## src/rtl/tps_pkg.sv

```systemverilog
package tps_pkg;
  typedef enum logic {
    WIN_SENSE = 1'b0,
    WIN_DRIVE = 1'b1
  } win_e;
endpackage

```

## src/rtl/tps_prescaler.sv

```systemverilog
module tps_prescaler #(
  parameter int PRE_W = 10
) (
  input  logic             clk,
  input  logic             rst_n,
  input  logic             run,
  input  logic [PRE_W-1:0] cfg_base,
  output logic [PRE_W-1:0] cnt,
  output logic             tick
);
  logic [PRE_W-1:0] cnt_q, cnt_d;
  logic             at_zero;

  assign at_zero = (cnt_q == '0);

  always_comb begin
    cnt_d = cnt_q;
    if (run) begin
      if (at_zero) cnt_d = cfg_base;
      else         cnt_d = cnt_q - 1'b1;
    end
  end

  always_ff @(posedge clk or negedge rst_n) begin
    if (!rst_n)   cnt_q <= '0;
    else if (run) cnt_q <= cnt_d;
  end

  assign cnt  = cnt_q;
  assign tick = run & at_zero;
endmodule

```

## src/rtl/tps_interval.sv

```systemverilog
module tps_interval
  import tps_pkg::*;
#(
  parameter int CNT_W = 10
) (
  input  logic             clk,
  input  logic             rst_n,
  input  logic             tick,
  input  logic [CNT_W-1:0] cfg_period,
  input  logic [CNT_W-1:0] cfg_thresh,
  output logic [CNT_W-1:0] cnt,
  output win_e             win
);
  logic [CNT_W-1:0] cnt_q, cnt_d;

  always_comb begin
    cnt_d = cnt_q;
    if (tick) begin
      if (cnt_q == '0) cnt_d = cfg_period;
      else             cnt_d = cnt_q - 1'b1;
    end
  end

  always_ff @(posedge clk or negedge rst_n) begin
    if (!rst_n)    cnt_q <= '0;
    else if (tick) cnt_q <= cnt_d;
  end

  assign cnt = cnt_q;
  assign win = (cnt_q > cfg_thresh) ? WIN_DRIVE : WIN_SENSE;
endmodule

```

## src/rtl/tps_rx_sync.sv

```systemverilog
module tps_rx_sync #(
  parameter int STAGES = 2
) (
  input  logic clk,
  input  logic rst_n,
  input  logic pin_in,
  input  logic rx_en,
  output logic ext_hot
);
  logic [STAGES-1:0] sync_q;
  logic              hot_q, hot_d;

  genvar g;
  generate
    for (g = 0; g < STAGES; g++) begin : g_stage
      if (g == 0) begin : g_first
        always_ff @(posedge clk or negedge rst_n) begin
          if (!rst_n) sync_q[g] <= 1'b1;
          else        sync_q[g] <= pin_in;
        end
      end else begin : g_next
        always_ff @(posedge clk or negedge rst_n) begin
          if (!rst_n) sync_q[g] <= 1'b1;
          else        sync_q[g] <= sync_q[g-1];
        end
      end
    end
  endgenerate

  assign hot_d = ~sync_q[STAGES-1];

  always_ff @(posedge clk or negedge rst_n) begin
    if (!rst_n)     hot_q <= 1'b0;
    else if (rx_en) hot_q <= hot_d;
  end

  assign ext_hot = hot_q;
endmodule

```

## src/rtl/thermal_pin_seq.sv

```systemverilog
module thermal_pin_seq
  import tps_pkg::*;
#(
  parameter int NPIN        = 2,
  parameter int PRE_W       = 10,
  parameter int CNT_W       = 10,
  parameter int SYNC_STAGES = 2
) (
  input  logic                  clk,
  input  logic                  rst_n,
  input  logic [PRE_W-1:0]      cfg_base,
  input  logic [CNT_W-1:0]      cfg_period,
  input  logic [CNT_W-1:0]      cfg_thresh,
  input  logic                  pause_req,
  input  logic                  resume_req,
  input  logic [NPIN-1:0]       hot_evt,
  input  logic [NPIN-1:0]       pin_in,
  output logic [NPIN-1:0]       pin_oe,
  output logic [NPIN-1:0]       rx_en,
  output logic [NPIN-1:0]       ext_hot,
  output logic [PRE_W-1:0]      base_cnt,
  output logic [NPIN*CNT_W-1:0] ivl_cnt
);
  logic paused_q, hold, run, pre_tick;

  assign hold = pause_req | (paused_q & ~resume_req);
  assign run  = ~hold;

  always_ff @(posedge clk or negedge rst_n) begin
    if (!rst_n) paused_q <= 1'b0;
    else        paused_q <= hold;
  end

  tps_prescaler #(.PRE_W(PRE_W)) u_pre (
    .clk      (clk),
    .rst_n    (rst_n),
    .run      (run),
    .cfg_base (cfg_base),
    .cnt      (base_cnt),
    .tick     (pre_tick)
  );

  genvar p;
  generate
    for (p = 0; p < NPIN; p++) begin : g_pin
      win_e win;
      logic rx_on;

      tps_interval #(.CNT_W(CNT_W)) u_ivl (
        .clk        (clk),
        .rst_n      (rst_n),
        .tick       (pre_tick),
        .cfg_period (cfg_period),
        .cfg_thresh (cfg_thresh),
        .cnt        (ivl_cnt[p*CNT_W +: CNT_W]),
        .win        (win)
      );

      assign rx_on     = (win == WIN_SENSE);
      assign rx_en[p]  = rx_on;
      assign pin_oe[p] = ~rx_on & hot_evt[p];

      tps_rx_sync #(.STAGES(SYNC_STAGES)) u_rx (
        .clk     (clk),
        .rst_n   (rst_n),
        .pin_in  (pin_in[p]),
        .rx_en   (rx_on),
        .ext_hot (ext_hot[p])
      );
    end
  endgenerate
endmodule

```

## config.mk

```make
export PLATFORM = sky130hd
export DESIGN_NAME = thermal_pin_seq
export DESIGN_NICKNAME = d
export VERILOG_FILES = /design/src/rtl/tps_pkg.sv /design/src/rtl/tps_prescaler.sv /design/src/rtl/tps_interval.sv /design/src/rtl/tps_rx_sync.sv /design/src/rtl/thermal_pin_seq.sv
export SDC_FILE = /design/constraint.sdc
export NUM_CORES = 1
export LEC_CHECK = 0
export BUFFER_PORTS_ARGS = -buffer_cell sky130_fd_sc_hd__buf_2
export CORE_MARGIN = 5
export CORE_UTILIZATION = 54
export CTS_BUF_LIST = sky130_fd_sc_hd__clkbuf_4 sky130_fd_sc_hd__clkbuf_8
export CTS_CLUSTER_DIAMETER = 50
export DETAILED_ROUTE_END_ITERATION = 10
export GPL_TIMING_DRIVEN = 0
export PLACE_DENSITY = 0.93
export SYNTH_ARGS = -nofsm -noshare
export SYNTH_HDL_FRONTEND = slang
export SYNTH_SLANG_ARGS = --single-unit
export TNS_END_PERCENT = 10
```

## constraint.sdc

```tcl
create_clock -name clk -period 3.4 [get_ports clk]
set_input_delay 0.34 -clock clk [delete_from_list [all_inputs] [get_ports clk]]
set_output_delay 0.34 -clock clk [all_outputs]
set_load 0.01 [all_outputs]
```

* After elaboration in Yosys (flattened, before gate mapping)
Index checks and enable logic that the tools add are counted.
Widths: inputs -> output; s select.
** Cells by class
- Add/sub/neg operators :: 3
- Magnitude comparators :: 2
- Multiplexer cells :: 5
- Bitwise operators :: 11
- Reductions and logical operators :: 3
** Operators by type and width (number)
- $logic_not 10->1 :: 3
- $mux 10 :: 3
- $sub 10x1->10 const B :: 3
- $gt 10x10->1 :: 2
- $not 1->1 :: 6
- $and 1x1->1 :: 4
- $mux 1 :: 2
- $or 1x1->1 :: 1
** Storage, ports and cells
- Register bits after elaboration :: 37
- Word-level logic and storage cells :: 34

* Logic depth before layout (Yosys ltp)
- Word-level depth :: 5
- Depth in mapped cells :: 9
- Gate-level depth less buffers :: 7

* Cells and area by module
From an unflattened synthesis, not the netlist that was laid out.
** Unflattened totals
- Cells, all modules :: 288
- Area total of the unflattened synthesis :: 2581.2 um^2
** By module, submodules not included
- tps_interval :: times used 2, cells each 100, area an instance 852.1 um^2, seq. area each 250.2 um^2
- tps_prescaler :: times used 1, cells each 68, area an instance 618.1 um^2, seq. area each 250.2 um^2
- tps_rx_sync :: times used 2, cells each 5, area an instance 91.3 um^2, seq. area each 77.6 um^2
- thermal_pin_seq :: times used 1, cells each 10, area an instance 76.3 um^2, seq. area each 25.0 um^2

* Worst setup path after synthesis
OpenSTA, ideal clock, no wires.
- Path type :: register to register
- From :: register u_pre.cnt_q[0] (netlist: u_pre.cnt[0])
- To :: register g_pin[0].u_ivl.cnt_q[9]
- Library setup time :: 126 ps
- Arrival time :: 2416 ps
- Slack :: 857 ps
- Stages on the path, launching flop included :: 8
- Period minus slack after synthesis :: 2543 ps
- Cells stage by stage :: dfrtp_1 inv_1 ha_1 or4b_1 buf_2 or3_4 or4_4 o32a_1
** Between the ends
- Longest elaborated chain between the ends :: 2
** Ends and longest elaborated chain
- from (decl) :: line tps_prescaler.sv:11 : logic [PRE_W-1:0] cnt_q, cnt_d;
- from (signal assigned) :: line tps_prescaler.sv:26 : else if (run) cnt_q <= cnt_d;
- $logic_not 10->1 :: line tps_prescaler.sv:14 : assign at_zero = (cnt_q == '0);
- $and 1x1->1 :: line tps_prescaler.sv:30 : assign tick = run & at_zero;
- to (signal assigned) :: line tps_interval.sv:26 : else if (tick) cnt_q <= cnt_d;
- to (decl) :: line tps_interval.sv:14 : logic [CNT_W-1:0] cnt_q, cnt_d;
No other way between the ends.
A chain may end at the register's enable or synchronous reset.

* Final worst setup path
- From :: register g_pin[0].u_ivl.cnt_q[8]
- To :: output rx_en[0]
** Between the ends
- Longest elaborated chain between the ends :: 3
** Ends and longest elaborated chain
- $gt 10x10->1 :: line tps_interval.sv:30 : assign win = (cnt_q > cfg_thresh) ? WIN_DRIVE : WIN_SENSE;
- $mux 1 :: line tps_interval.sv:30
- $not 1->1 :: line thermal_pin_seq.sv:59 : assign rx_on = (win == WIN_SENSE);
- to (decl) :: line thermal_pin_seq.sv:19 : output logic [NPIN-1:0] rx_en,
No other way between the ends.

==> results summary <==
The cell area after synthesis is 0.002569 sq mm. The startpoint kind of the worst setup timing path is a flip-flop. The number of stages on the worst hold path came out at 1.

The largest total area in the synthesized netlist belongs to dfrtp_1. The maximum buffer depth of the clock tree is 2. In the layout the commonest cells are buf_2, a21oi_1, dfrtp_1. The endpoint identified for the worst register-to-register timing path is g_pin[1].u_ivl.cnt[2]$_DFFE_PN0P_. The number of standard cells after synthesis is a little over 300. CTS built an H-tree with a depth of 2.

The worst-case vdd ir drop came out at around 350 uV. In this run the most critical hold path is launched from pin_in[1]. The total count of max-transition violations in the final report came out at 0. The net total in the final layout came out at approximately 450.

The post-detailed-routing wire length came out at 6.867 mm. The remaining antenna violation count is 0. The run finished with clean final reports. For this design the static power due to leakage is 1.542 nW.

The total of max-cap violations came out at 0. The number of flops mapped to enable cells by yosys is 0. In the synthesized netlist the dominant register cell turns out to be dfrtp_1.

The DRC violation count after routing came out at 0. The sink count of the clock tree came out at 37. The maximum achievable frequency came out at 363.3 MHz. Setup repair after global routing left no endpoint under its margin. The placement row count is 25. The maximum number of pins on one net before global-route repair came out at 38. The count of warnings emitted by yosys came out at 0. The top cell type's share of synthesized area is 32.15%. The post-cts gate resize count came out at 0. The starting utilization of the core area is between 50% and 60%.

The shortest clock period the worst path allows after layout came out at ~2800 ps. The worst reg-to-reg setup slack came out at approximately 710 ps. The worst endpoint data arrival time came out at 2410 ps.

The post-DP HPWL is 5.204 mm. The number of violations reported at the end of detailed-routing iteration 0 came out at 246. The total global routing track utilization is a little under a quarter. During I/O placement, the number of pins put on the boundary was 74. The proportion of synthesized chip area in sequential cells came out at between 30% and 40%. Once layout is complete, the cells apart from fillers number 438. The critical path ends at rx_en[0]. The placer congestion estimate is between 0.9 and 1. By startpoint and endpoint, the worst setup path is classified as flip-flop to primary output. The type of the worst min-delay path is primary input to flip-flop.

Clock-pin slew was measured on the worst setup and hold paths at 70 ps. The mean area per synthesized cell came out at ~8.5 sq um. The areal power density over the cells is about 800 mW/mm^2. The die outline height came out at just under 80 um.

The worst max-slew margin expressed relative to the limit is between 40% and 50%. The clock insertion delay at the later pin of the skew report is roughly 300 ps. The number of detailed-route iterations in the first pass came out at 5. The worst hold slack is around 140 ps. Ranked by total cell area, the synthesized netlist is headed by dfrtp_1, ha_1, a21oi_1.

In the final timing run, aggregate negative setup slack is 0 ps. After layout, the worst path uses between 80% and 90% of the clock period. The number of antenna violations at the first check in global routing came out at 0.

The floorplan core area is about 0.0047 sq mm. The flip-flop and latch count after synthesis came out at 37. Buffers inserted to repair hold after CTS numbered 0. The number of antenna diodes in the final layout is 0. The number of buffer cells added on primary ports came out at 73.

The number of global-route vias before repair is ~2600. The path depth of the worst reg2reg path came out at 9. The overall die area came out at a little over 0.006 sq mm.

The leading cell type in the layout, fill and taps excluded is buf_2. The number of unique standard cell types used by synthesis came out at 47. The post-synthesis net count is 367. The sequential cell area is just over 900 sq um. The required arrival time at the worst endpoint came out at 3060 ps.

At the pin with the least slew margin, the transition time is 874.2 ps. The final count of hold timing violations came out at 0. In the final routed layout, each cell accounts on average for about 16 um. The first global-routing pass estimated roughly 12 mm of wire. The count of placed standard cells including taps is 430. The total of fill cells in the finished design came out at between 300 and 400. The worst register-to-register path begins at u_pre.cnt[0]$_DFFE_PN0N_. Along the worst path, the maximum fanout reaches 9. In the final layout, the multi-input gates occupy between 0.001 and 0.0015 sq mm. The CTS root buffer is clkbuf_8. The post-CTS setup-driven buffer insertion count is 0. TritonCTS created 5 clock buffers. For the final database, setup skew stands at just over 10 ps. STA classifies the critical path endpoint as a primary output. From synthesis to final layout, the design area changed by 20.80%. The total congestion overflow came out at 0. The count of endpoints failing setup in the final report is 0. The design draws about 2.5 mW. In the routed layout, each cell is associated on average with a via count of just over 6. The total vias in the final route is between 2000 and 3000.

The fraction of registers with async set or reset after synthesis is between 90% and 100%. The most critical setup path has its startpoint at g_pin[0].u_ivl.cnt[8]$_DFFE_PN0P_. The fraction of layout cells with a size suffix above 1 is 25.26%. The horizontal die dimension came out at ~79 um.

TritonCTS built the clock tree.
state kept, by name (all words and copies together) (netlist names):
signal and count:
g_pin.u_ivl.cnt 20, g_pin.u_rx.ext_hot 2, g_pin.u_rx.sync_q 4, paused_q 1
u_pre.cnt 10
Yosys cell counts (2+ instances only):
cell type / instances
ha_1: 26
o211ai_1: 5
a41oi_1: 3
o31ai_1: 5
clkbuf_1: 8
nor3_1: 11
inv_1: 26
nand3_1: 6
nand4_1: 3
o21ai_0: 26
o22ai_1: 2
buf_2: 2
a211oi_1: 2
and2_1: 2
nand2_1: 24
nor2_1: 24
or4_1: 4
nor3_2: 2
a311oi_1: 2
dfrtp_1: 33
or3_1: 8
o2bb2ai_1: 2
a31oi_1: 4
mux2i_1: 5
buf_4: 4
nand2b_1: 3
a21oi_1: 33
nor2b_1: 3
dfstp_2: 4
nor4_1: 2
o41ai_1: 3
routing by layer:
metal / GRT usage (%) / routed length (um) / vias up
met5: 0 / 0 / -
met4: 8.247 / 102 / 0
met3: 4.989 / 626 / 17
met2: 39.14 / 3354 / 163
met1: 28.35 / 2784 / 1228
li1: - / - / 1271
how the worst min path moves through the flow:
stage,end,slack (ps)
after floorplan,g_pin[0].u_ivl.cnt[0]$_DFFE_PN0P_,40
after global placement,g_pin[0].u_rx.sync_q[1]$_DFF_PN1_,350
after detailed placement,g_pin[0].u_rx.sync_q[1]$_DFF_PN1_,350
after CTS,g_pin[1].u_rx.sync_q[0]$_DFF_PN1_,130
after global routing,g_pin[1].u_rx.sync_q[0]$_DFF_PN1_,130
final,g_pin[1].u_rx.sync_q[0]$_DFF_PN1_,140
layout make-up:
type                            instances  share of cell area, %
Timing Repair Buffer                   73                  11.77
Multi-Input combinational cell        225                  47.26
Sequential cell                        37                  30.00
Tap cell                               54                  2.177
Clock inverter                          1                 0.1613
Clock buffer                            7                  3.105
Buffer                                 14                  2.258
Inverter                               27                  3.266
worst max-delay path: stages (launching register included):
cell and delay, ps:
dfrtp_1 480, ha_1 350, nand2_1 70, nor3_1 240, a2111oi_0 160, a311oi_1 480
inv_1 80, buf_4 140, buf_2 130
through the flow:
stage	instance area [sq um]	worst slack, ps	util [%]
6_report	3103	647.5	66.58
5_1_grt	3103	487.7	66.58
4_1_cts	3103	660.2	66.58
3_5_place_dp	3002	713.5	64.40
3_3_place_gp	3002	790.7	64.40
2_1_floorplan	2569	857.5	-
where the power goes:
part	internal, mW	switching (mW)	total, mW	leakage (nW)
logic	0.542	0.771	1.31	1.03
registers	0.595	0.252	0.847	0.462
clock network	0.183	0.162	0.346	0.0542
cells by family after synthesis:
kind of cell    share of synthesized area [%]
buf+inv                                 6.673
simple gates                            19.58
compound gates                          22.46
fa+ha+maj                               12.66
flops                                   36.24
mux                                     2.387
Power figures use the tool's default switching activity.
